--- src/rtl/puf_pkg.sv ---
package puf_pkg;
    localparam int NUM_CELLS = 16;
    localparam int SEL_CELLS = 8;
    localparam int VOTE_MIN  = 4;
    localparam int NUM_CHAL  = 64;

    typedef enum logic [1:0] {
        ST_IDLE,
        ST_COUNT,
        ST_DECIDE,
        ST_FINISH
    } kg_state_e;
endpackage

--- src/rtl/puf_popcount.sv ---
module puf_popcount #(
    parameter int WIDTH = 16,
    localparam int OUT_W = $clog2(WIDTH + 1)
) (
    input  logic [WIDTH-1:0] vec,
    output logic [OUT_W-1:0] count
);
    always_comb begin
        count = '0;
        for (int b = 0; b < WIDTH; b++) begin
            count = count + OUT_W'(vec[b]);
        end
    end
endmodule

--- src/rtl/puf_mask_file.sv ---
module puf_mask_file #(
    parameter int DEPTH = 64,
    parameter int WIDTH = 16,
    localparam int AW = $clog2(DEPTH)
) (
    input  logic             clk,
    input  logic             rst_n,
    input  logic             wr_en,
    input  logic [AW-1:0]    wr_addr,
    input  logic [WIDTH-1:0] wr_data,
    input  logic [AW-1:0]    rd_addr,
    output logic [WIDTH-1:0] rd_data
);
    logic [WIDTH-1:0] entry_q [DEPTH];

    generate
        for (genvar e = 0; e < DEPTH; e++) begin : g_entry
            always_ff @(posedge clk or negedge rst_n) begin
                if (!rst_n) begin
                    entry_q[e] <= '0;
                end else if (wr_en && (wr_addr == AW'(e))) begin
                    entry_q[e] <= wr_data;
                end
            end
        end
    endgenerate

    assign rd_data = entry_q[rd_addr];
endmodule

--- src/rtl/puf_keygen.sv ---
module puf_keygen
    import puf_pkg::*;
#(
    parameter int NCELL    = NUM_CELLS,
    parameter int NSEL     = SEL_CELLS,
    parameter int THRESH   = VOTE_MIN,
    parameter int NUM_CHAL = puf_pkg::NUM_CHAL,
    localparam int IDX_W   = $clog2(NUM_CHAL),
    localparam int CNT_W   = $clog2(NCELL + 1)
) (
    input  logic                clk,
    input  logic                rst_n,
    input  logic                start,
    input  logic [NCELL-1:0]    cell_flags,
    input  logic                mask_wr_en,
    input  logic [IDX_W-1:0]    mask_wr_addr,
    input  logic [NCELL-1:0]    mask_wr_data,
    output logic                busy,
    output logic                done,
    output logic                err,
    output logic [NUM_CHAL-1:0] key
);
    localparam logic [IDX_W-1:0] LAST_IDX = IDX_W'(NUM_CHAL - 1);

    kg_state_e          state_q, state_d;
    logic [NCELL-1:0]   snap_q;
    logic [IDX_W-1:0]   idx_q;
    logic [NCELL-1:0]   cur_mask;
    logic [CNT_W-1:0]   sel_cnt, msk_cnt, sel_cnt_q, msk_cnt_q;
    logic [NUM_CHAL-1:0] work_q, work_d, key_q;
    logic               err_q;
    logic               accept, mask_bad, resp, is_last;

    puf_mask_file #(.DEPTH(NUM_CHAL), .WIDTH(NCELL)) u_masks (
        .clk     (clk),
        .rst_n   (rst_n),
        .wr_en   (mask_wr_en && !busy),
        .wr_addr (mask_wr_addr),
        .wr_data (mask_wr_data),
        .rd_addr (idx_q),
        .rd_data (cur_mask)
    );

    puf_popcount #(.WIDTH(NCELL)) u_sel_cnt (.vec(cur_mask & snap_q), .count(sel_cnt));
    puf_popcount #(.WIDTH(NCELL)) u_msk_cnt (.vec(cur_mask),          .count(msk_cnt));

    assign accept   = (state_q == ST_IDLE) && start;
    assign mask_bad = (msk_cnt_q != CNT_W'(NSEL));
    assign resp     = (sel_cnt_q >= CNT_W'(THRESH));
    assign is_last  = (idx_q == LAST_IDX);

    always_comb begin
        work_d        = work_q;
        work_d[idx_q] = resp;
    end

    // next-state logic
    always_comb begin
        state_d = state_q;
        unique case (state_q)
            ST_IDLE:   if (start) state_d = ST_COUNT;
            ST_COUNT:  state_d = ST_DECIDE;
            ST_DECIDE: state_d = (mask_bad || is_last) ? ST_FINISH : ST_COUNT;
            ST_FINISH: state_d = ST_IDLE;
            default:   state_d = ST_IDLE;
        endcase
    end

    // state register
    always_ff @(posedge clk or negedge rst_n) begin
        if (!rst_n) state_q <= ST_IDLE;
        else        state_q <= state_d;
    end

    // datapath registers
    always_ff @(posedge clk or negedge rst_n) begin
        if (!rst_n) begin
            snap_q    <= '0;
            idx_q     <= '0;
            sel_cnt_q <= '0;
            msk_cnt_q <= '0;
            work_q    <= '0;
            key_q     <= '0;
            err_q     <= 1'b0;
        end else begin
            if (accept) begin
                snap_q <= cell_flags;
                idx_q  <= '0;
                err_q  <= 1'b0;
            end
            if (state_q == ST_COUNT) begin
                sel_cnt_q <= sel_cnt;
                msk_cnt_q <= msk_cnt;
            end
            if (state_q == ST_DECIDE) begin
                if (mask_bad) begin
                    err_q <= 1'b1;
                end else begin
                    work_q <= work_d;
                    if (is_last) key_q <= work_d;
                    else         idx_q <= idx_q + 1'b1;
                end
            end
        end
    end

    // outputs
    always_comb begin
        busy = (state_q == ST_COUNT) || (state_q == ST_DECIDE);
        done = (state_q == ST_FINISH);
        err  = err_q;
        key  = key_q;
    end
endmodule

--- config.mk ---
export PLATFORM = sky130hd
export DESIGN_NAME = puf_keygen
export DESIGN_NICKNAME = d
export VERILOG_FILES = /design/src/rtl/puf_pkg.sv /design/src/rtl/puf_popcount.sv /design/src/rtl/puf_mask_file.sv /design/src/rtl/puf_keygen.sv
export SDC_FILE = /design/constraint.sdc
export NUM_CORES = 2
export LEC_CHECK = 0
export BUFFER_PORTS_ARGS = -buffer_cell sky130_fd_sc_hd__buf_2
export CORE_ASPECT_RATIO = 0.5
export CORE_UTILIZATION = 55
export CTS_CLUSTER_DIAMETER = 100
export CTS_CLUSTER_SIZE = 14
export DETAILED_ROUTE_END_ITERATION = 10
export GPL_ROUTABILITY_DRIVEN = 0
export MAX_ROUTING_LAYER = met4
export PLACE_DENSITY_LB_ADDON = 0.12
export SYNTH_ARGS = -nofsm -noshare
export SYNTH_HDL_FRONTEND = slang
export SYNTH_SLANG_ARGS = --single-unit
--- constraint.sdc ---
create_clock -name clk -period 4.95 [get_ports clk]
set_input_delay 0.99 -clock clk [delete_from_list [all_inputs] [get_ports clk]]
set_output_delay 0.99 -clock clk [all_outputs]
set_load 0.01 [all_outputs]
# Yosys cells after proc, flatten, opt, wreduce, memory -nomap -nowiden
# Cells that the tools add are included.
[op_classes]
mux = 16
add_sub_neg = 31
n_lt_le_gt_ge = 4
n_eq_ne = 69
n_bitwise = 3
n_reduce_logical = 74
[op_table]
columns = ["operator", "n"]
rows = [
  ["6-bit equality test (second input constant)", 33],
  ["5-bit by 1-bit adder with 5-bit output", 28],
  ["16-bit binary-select mux with 6-bit select", 1],
  ["6-bit by 5-bit equality test with 1-bit output (second input constant)", 16],
  ["1-bit logical AND", 67],
  ["64-bit bitwise mux", 1],
  ["6-bit by 4-bit equality test with 1-bit output (second input constant)", 8],
  ["16-bit 2-to-1 mux", 2],
  ["6-bit by 3-bit equality test with 1-bit output (second input constant)", 4],
  ["6-bit 2-to-1 mux", 4],
  ["16-bit AND", 1],
  ["6-bit by 2-bit equality test with 1-bit output (second input constant)", 2],
  ["2-bit one-hot mux with 4 select lines", 1],
  ["7-bit >= comparator (second input constant)", 1],
  ["6-bit by 7-bit < comparator with 1-bit output (second input constant)", 1],
  ["6-bit inverter with 7-bit output", 1],
  ["6-bit by 1-bit adder with 6-bit output (second input constant)", 1],
  ["1-bit demux with 6-bit select", 1],
  ["6-bit by 1-bit equality test with 1-bit output (second input constant)", 1],
  ["6-bit by 1-bit >= comparator with 1-bit output (second input constant)", 1],
  ["6-bit logical NOT", 1],
  ["5-bit by 3-bit >= comparator with 1-bit output (second input constant)", 1],
  ["5-bit by 4-bit != test with 1-bit output (second input constant)", 1],
  ["1-bit by 1-bit adder with 2-bit output", 2],
  ["other kinds (11)", 17],
]
[word_totals]
out_inout_bits = 67
ff_bits = 1187
elab_cells = 269
input_bits = 42

# Longest topological paths before layout
[depth]
depth_word = 20
mapped_depth = 24
mapped_depth_nobuf = 19

# By module
# From an unflattened synthesis, not the netlist that was laid out.
[hier_totals]
hier_cells = 3806
area_unflattened_um2 = 54940.2
[modules_own_cells]
columns = ["module", "seq_area_each_um2", "cells_each", "n_inst", "area_each_um2"]
rows = [
  ["puf_mask_file", 25624.6, 3020, 1, 46667.3],
  ["puf_keygen", 4028.9, 692, 1, 7457.2],
  ["puf_popcount", 0.0, 47, 2, 407.9],
]

# Worst setup path after synthesis
# OpenSTA, ideal clock, no wires.
[synth_timing]
kind = "register to register"
startpoint = "register idx_q[0]"
endpoint = "register sel_cnt_q[4]"
setup_ns = 0.132
t_arrival_ns = 5.227
setup_slack_ns = -0.410
n_path_buf = 4
stages_incl_launch_ff = 21
required_ns = 4.818
period_less_slack_ns = 5.360
cell_sequence = "dfrtp_1 buf_6 and2_1 buf_2 buf_2 buf_2 a221oi_1 nor3_1 nor4_1 a41oi_1 ha_1 inv_1 fa_1 fa_1 fa_1 inv_1 fa_1 fa_1 fa_1 a21oi_1 o22ai_1"
[synth_between]
elab_chain_len = 20
[synth_rtl]
columns = ["element", "line", "source"]
rows = [
  ["from (decl)", "puf_keygen.sv:27", "logic [IDX_W-1:0] idx_q;"],
  ["from (signal assigned)", "puf_keygen.sv:101", "else idx_q <= idx_q + 1'b1;"],
  ["6-bit inverter with 7-bit output (implied by the code) (*)", "puf_mask_file.sv:28", "assign rd_data = entry_q[rd_addr];"],
  ["16-bit binary-select mux with 6-bit select (*)", "puf_mask_file.sv:28", ""],
  ["16-bit 2-to-1 mux (implied by the code) (*) (2 in series)", "puf_mask_file.sv:28", ""],
  ["16-bit AND (*)", "puf_keygen.sv:44", "puf_popcount #(.WIDTH(NCELL)) u_sel_cnt (.vec(cur_mask & snap_q), .count(sel_cnt));"],
  ["1-bit by 1-bit adder with 2-bit output", "puf_popcount.sv:11", "count = count + OUT_W'(vec[b]);"],
  ["5-bit by 1-bit adder with 5-bit output (13 in series)", "puf_popcount.sv:11", ""],
  ["5-bit by 1-bit adder with 5-bit output (*)", "puf_popcount.sv:11", ""],
  ["to (signal assigned)", "puf_keygen.sv:92", "sel_cnt_q <= sel_cnt;"],
  ["to (decl)", "puf_keygen.sv:29", "logic [CNT_W-1:0] sel_cnt, msk_cnt, sel_cnt_q, msk_cnt_q;"],
]
# Mark *: on every way between the ends. The rest lies on a longest branch, timed or not. The select of a mux whose other input is x is not followed.
# A chain may end at the register's enable or synchronous reset.

# Final worst setup path
[layout_timing]
startpoint = "register idx_q[2]"
endpoint = "register sel_cnt_q[2]"
# Same word-level chain as after synthesis.

==> results_dict.tcl <==
set metrics [dict create \
    setup_violations 8 \
    mostFrequentLayoutCells "1182 x dfrtp_1, 1063 x mux2_2, 456 x buf_4" \
    peakVddDrop_mv 0.282 \
    num_vias 41100 \
    start_kind "flip-flop" \
    antenna_found_initial 7 \
    worstSetupPathType "reg -> reg" \
    start_util 0.562 \
    cts_buffers 94 \
    grt_pass1_vias 40000 \
    ios 109 \
    end_kind "flip-flop" \
    clk_latency_ns 0.72 \
    dieHeight_microns 227 \
    synth_nets 4378 \
    synth_cells 4300 \
    finalCritPeriodShare 1.18 \
    final_nets 4658 \
    power_mw 24.3 \
    groute.usage.overall 0.397 \
    crit_arrival_ns 6.40 \
    yosysUniqueCellTypes 88 \
    overflow 0 \
    postRouteAntennaNets 0 \
    fillers 7506 \
    regToRegSetupSlack_ns -0.88 \
    synth_edf_count 0 \
    hold_ws_ns 0.354 \
    drcViolationCount 32 \
    viasPerCell 6.94 \
    cap_violations 1 \
    grt_pass1_wl_microns 284000 \
    dominantRegCellSynth "dfrtp_1" \
    cts.htree.levels 3 \
    timing.rr.start "idx_q[2]" \
    r2r-end "sel_cnt_q[2]" \
    leakage_nw 29.7 \
    worstMarginPinSlew_ns 1.47 \
    dp_hpwl_microns 133000 \
    ys_ff_latch 1185 \
    hold_path_class "in -> async" \
    final_common_cell "dfrtp_1" \
    drive_gt1_frac 0.430 \
    max_freq_mhz 172 \
    cts_root_buf "clkbuf_16" \
    routed_wl_microns 196000 \
    clk_pin_slew_ns 0.08 \
    io_buffer_count 108 \
    coreArea_sq_mm 0.0988 \
    fin_worst_skew_ns 0.0316 \
    avgSynthCellArea_sq_um 12.9 \
    yosysWarnings 0 \
    drt-initial-drc-count 5688 \
    rows 81 \
    powerDensity_mw_per_mm2 385 \
    reg2reg_depth 19 \
    report.final.slew_viol_count 0 \
    first_pass_iters 11 \
    outcome "complete, but fails checks" \
    cp_max_fo 8 \
    syn_area_sq_mm 0.0555 \
    cts_buffer_depth 3 \
    hold_violations 0 \
    post_drt_wl_per_cell_microns 33.1 \
    fin_crit_ns 5.83 \
    violations "DRC, capacitance limit, setup timing" \
    fp.dieW_microns 451 \
    slew-limit-headroom 0.0170 \
    fin_ws_ns -0.876 \
    clock_sinks 1185 \
    grt_start_max_net_pins 133 \
    synthArstFlopShare 1.00 \
    design.die.area_sq_mm 0.102 \
    cp.required_ns 5.53 \
    place_ws_ns -0.992 \
    rsz0062_at_grt "true" \
    syn_to_final_growth_pct 13.7 \
    yosysSeqAreaShare 0.534 \
    cts_tree "built" \
]
cell families after synthesis:
group                    after synthesis  share of synthesized area
flip-flops                          1185                      0.534
AND/OR/NAND/NOR                      516                     0.0512
buffers and inverters                484                     0.0408
adder cells (fa/ha/maj)               36                     0.0108
AO/OA/AOI/OAI                        887                      0.117
multiplexers                        1187                      0.245
XOR/XNOR                               5                   0.000789
final cells by class:
cell class              instances  area (sq um)  area share
well taps                    1328          1660      0.0263
multi-input cells            2631         24100       0.381
clock inverters                 2          16.3    0.000258
inverters                      39           150     0.00238
diodes                          8          20.0    0.000317
repair buffers                629          5160      0.0818
flip-flops and latches       1185         29700       0.470
clock buffers                  97          2380      0.0378
sequential cells by signal (all words and copies together) (netlist names):
| register | count |
|---|---|
| key | 64 |
| idx_q | 6 |
| state_q | 2 |
| u_masks.entry_q | 1024 |
| snap_q | 16 |
| err | 1 |
| sel_cnt_q | 3 |
| msk_cnt_q | 5 |
| work_q | 64 |
cell usage after synthesis (all sizes together), types with 9 or more instances:
master	number	area, sq um
dfrtp	1185	29700
mux2	1070	12100
clkbuf	253	950
buf	192	1170
a221oi	172	1510
a21oi	162	811
nand2	142	538
a22oi	108	811
mux2i	85	851
o21ai	76	380
nor2	70	318
o31ai	59	443
nand3	56	280
nor3	54	280
nand3b	50	375
o22ai	44	275
a31oi	42	263
inv	39	146
a21o	36	270
a311oi	33	289
mux4	32	721
or3b	32	280
nand2b	29	181
a22o	28	245
o221ai	23	201
fa	20	400
ha	16	200
o22a	15	131
a221o	14	140
o41ai	12	135
and3	11	68.8
nor2b	11	68.8
nand4	9	56.3
nor3b	9	82.6
metal layers:
layer  up-vias  global-route usage  part of all wire
met5         -                   -                 0
met4         0               0.150             0.042
met3       502               0.136              0.13
met2      2495               0.543              0.42
met1     21500               0.541              0.41
li1      16600                   -                 -
power breakdown:
part | switching [mW] | internal [mW] | total [mW]
registers | 1.13 | 11.7 | 12.8
logic | 2.26 | 2.40 | 4.67
clock network | 3.45 | 3.38 | 6.83
total | 6.84 | 17.5 | 24.3
worst max-delay path by stage:
| stage | from | end | slack [ns] |
|---|---|---|---|
| final | idx_q[2] | sel_cnt_q[2] | -0.88 |
| after global routing | idx_q[0] | sel_cnt_q[2] | -1.04 |
| after CTS | idx_q[0] | msk_cnt_q[1] | -0.76 |
| after detailed placement | idx_q[0] | sel_cnt_q[3] | -0.99 |
| after global placement | idx_q[0] | sel_cnt_q[3] | -0.95 |
| after floorplan | idx_q[0] | msk_cnt_q[1] | -0.28 |
critical path: stages (launching register included):
cell,delay (ns)
dfrtp_4,0.59
buf_4,0.21
buf_4,0.14
buf_4,0.15
nor2_1,0.44
buf_4,0.21
a21oi_1,0.05
nand3_1,0.17
nand3_4,0.16
buf_4,0.18
o41ai_4,0.36
fa_1,0.50
fa_1,0.50
fa_1,0.50
inv_1,0.05
fa_1,0.46
fa_2,0.39
fa_2,0.40
xnor2_2,0.16
a21oi_1,0.07
timing repair:
action	CTS	global route
endpoints found under the setup margin	8	8
setup buffers	24	1
hold buffers	0	0
gates resized for setup	77	7
pin swaps	20	8
through the flow:
| step | setup TNS, ns | instances | instance area [sq um] | util |
|---|---|---|---|---|
| 2_1_floorplan | -1.36 | 4300 | 55600 | - |
| 6_report | -5.82 | 5919 | 63100 | 0.639 |
| 4_1_cts | -4.99 | 5910 | 63100 | 0.638 |
| 5_1_grt | -7.28 | 5918 | 63100 | 0.639 |
| 3_3_place_gp | -6.88 | 5787 | 60100 | 0.608 |
| 3_5_place_dp | -6.93 | 5787 | 60100 | 0.608 |
(Power assumes the default switching activity.)
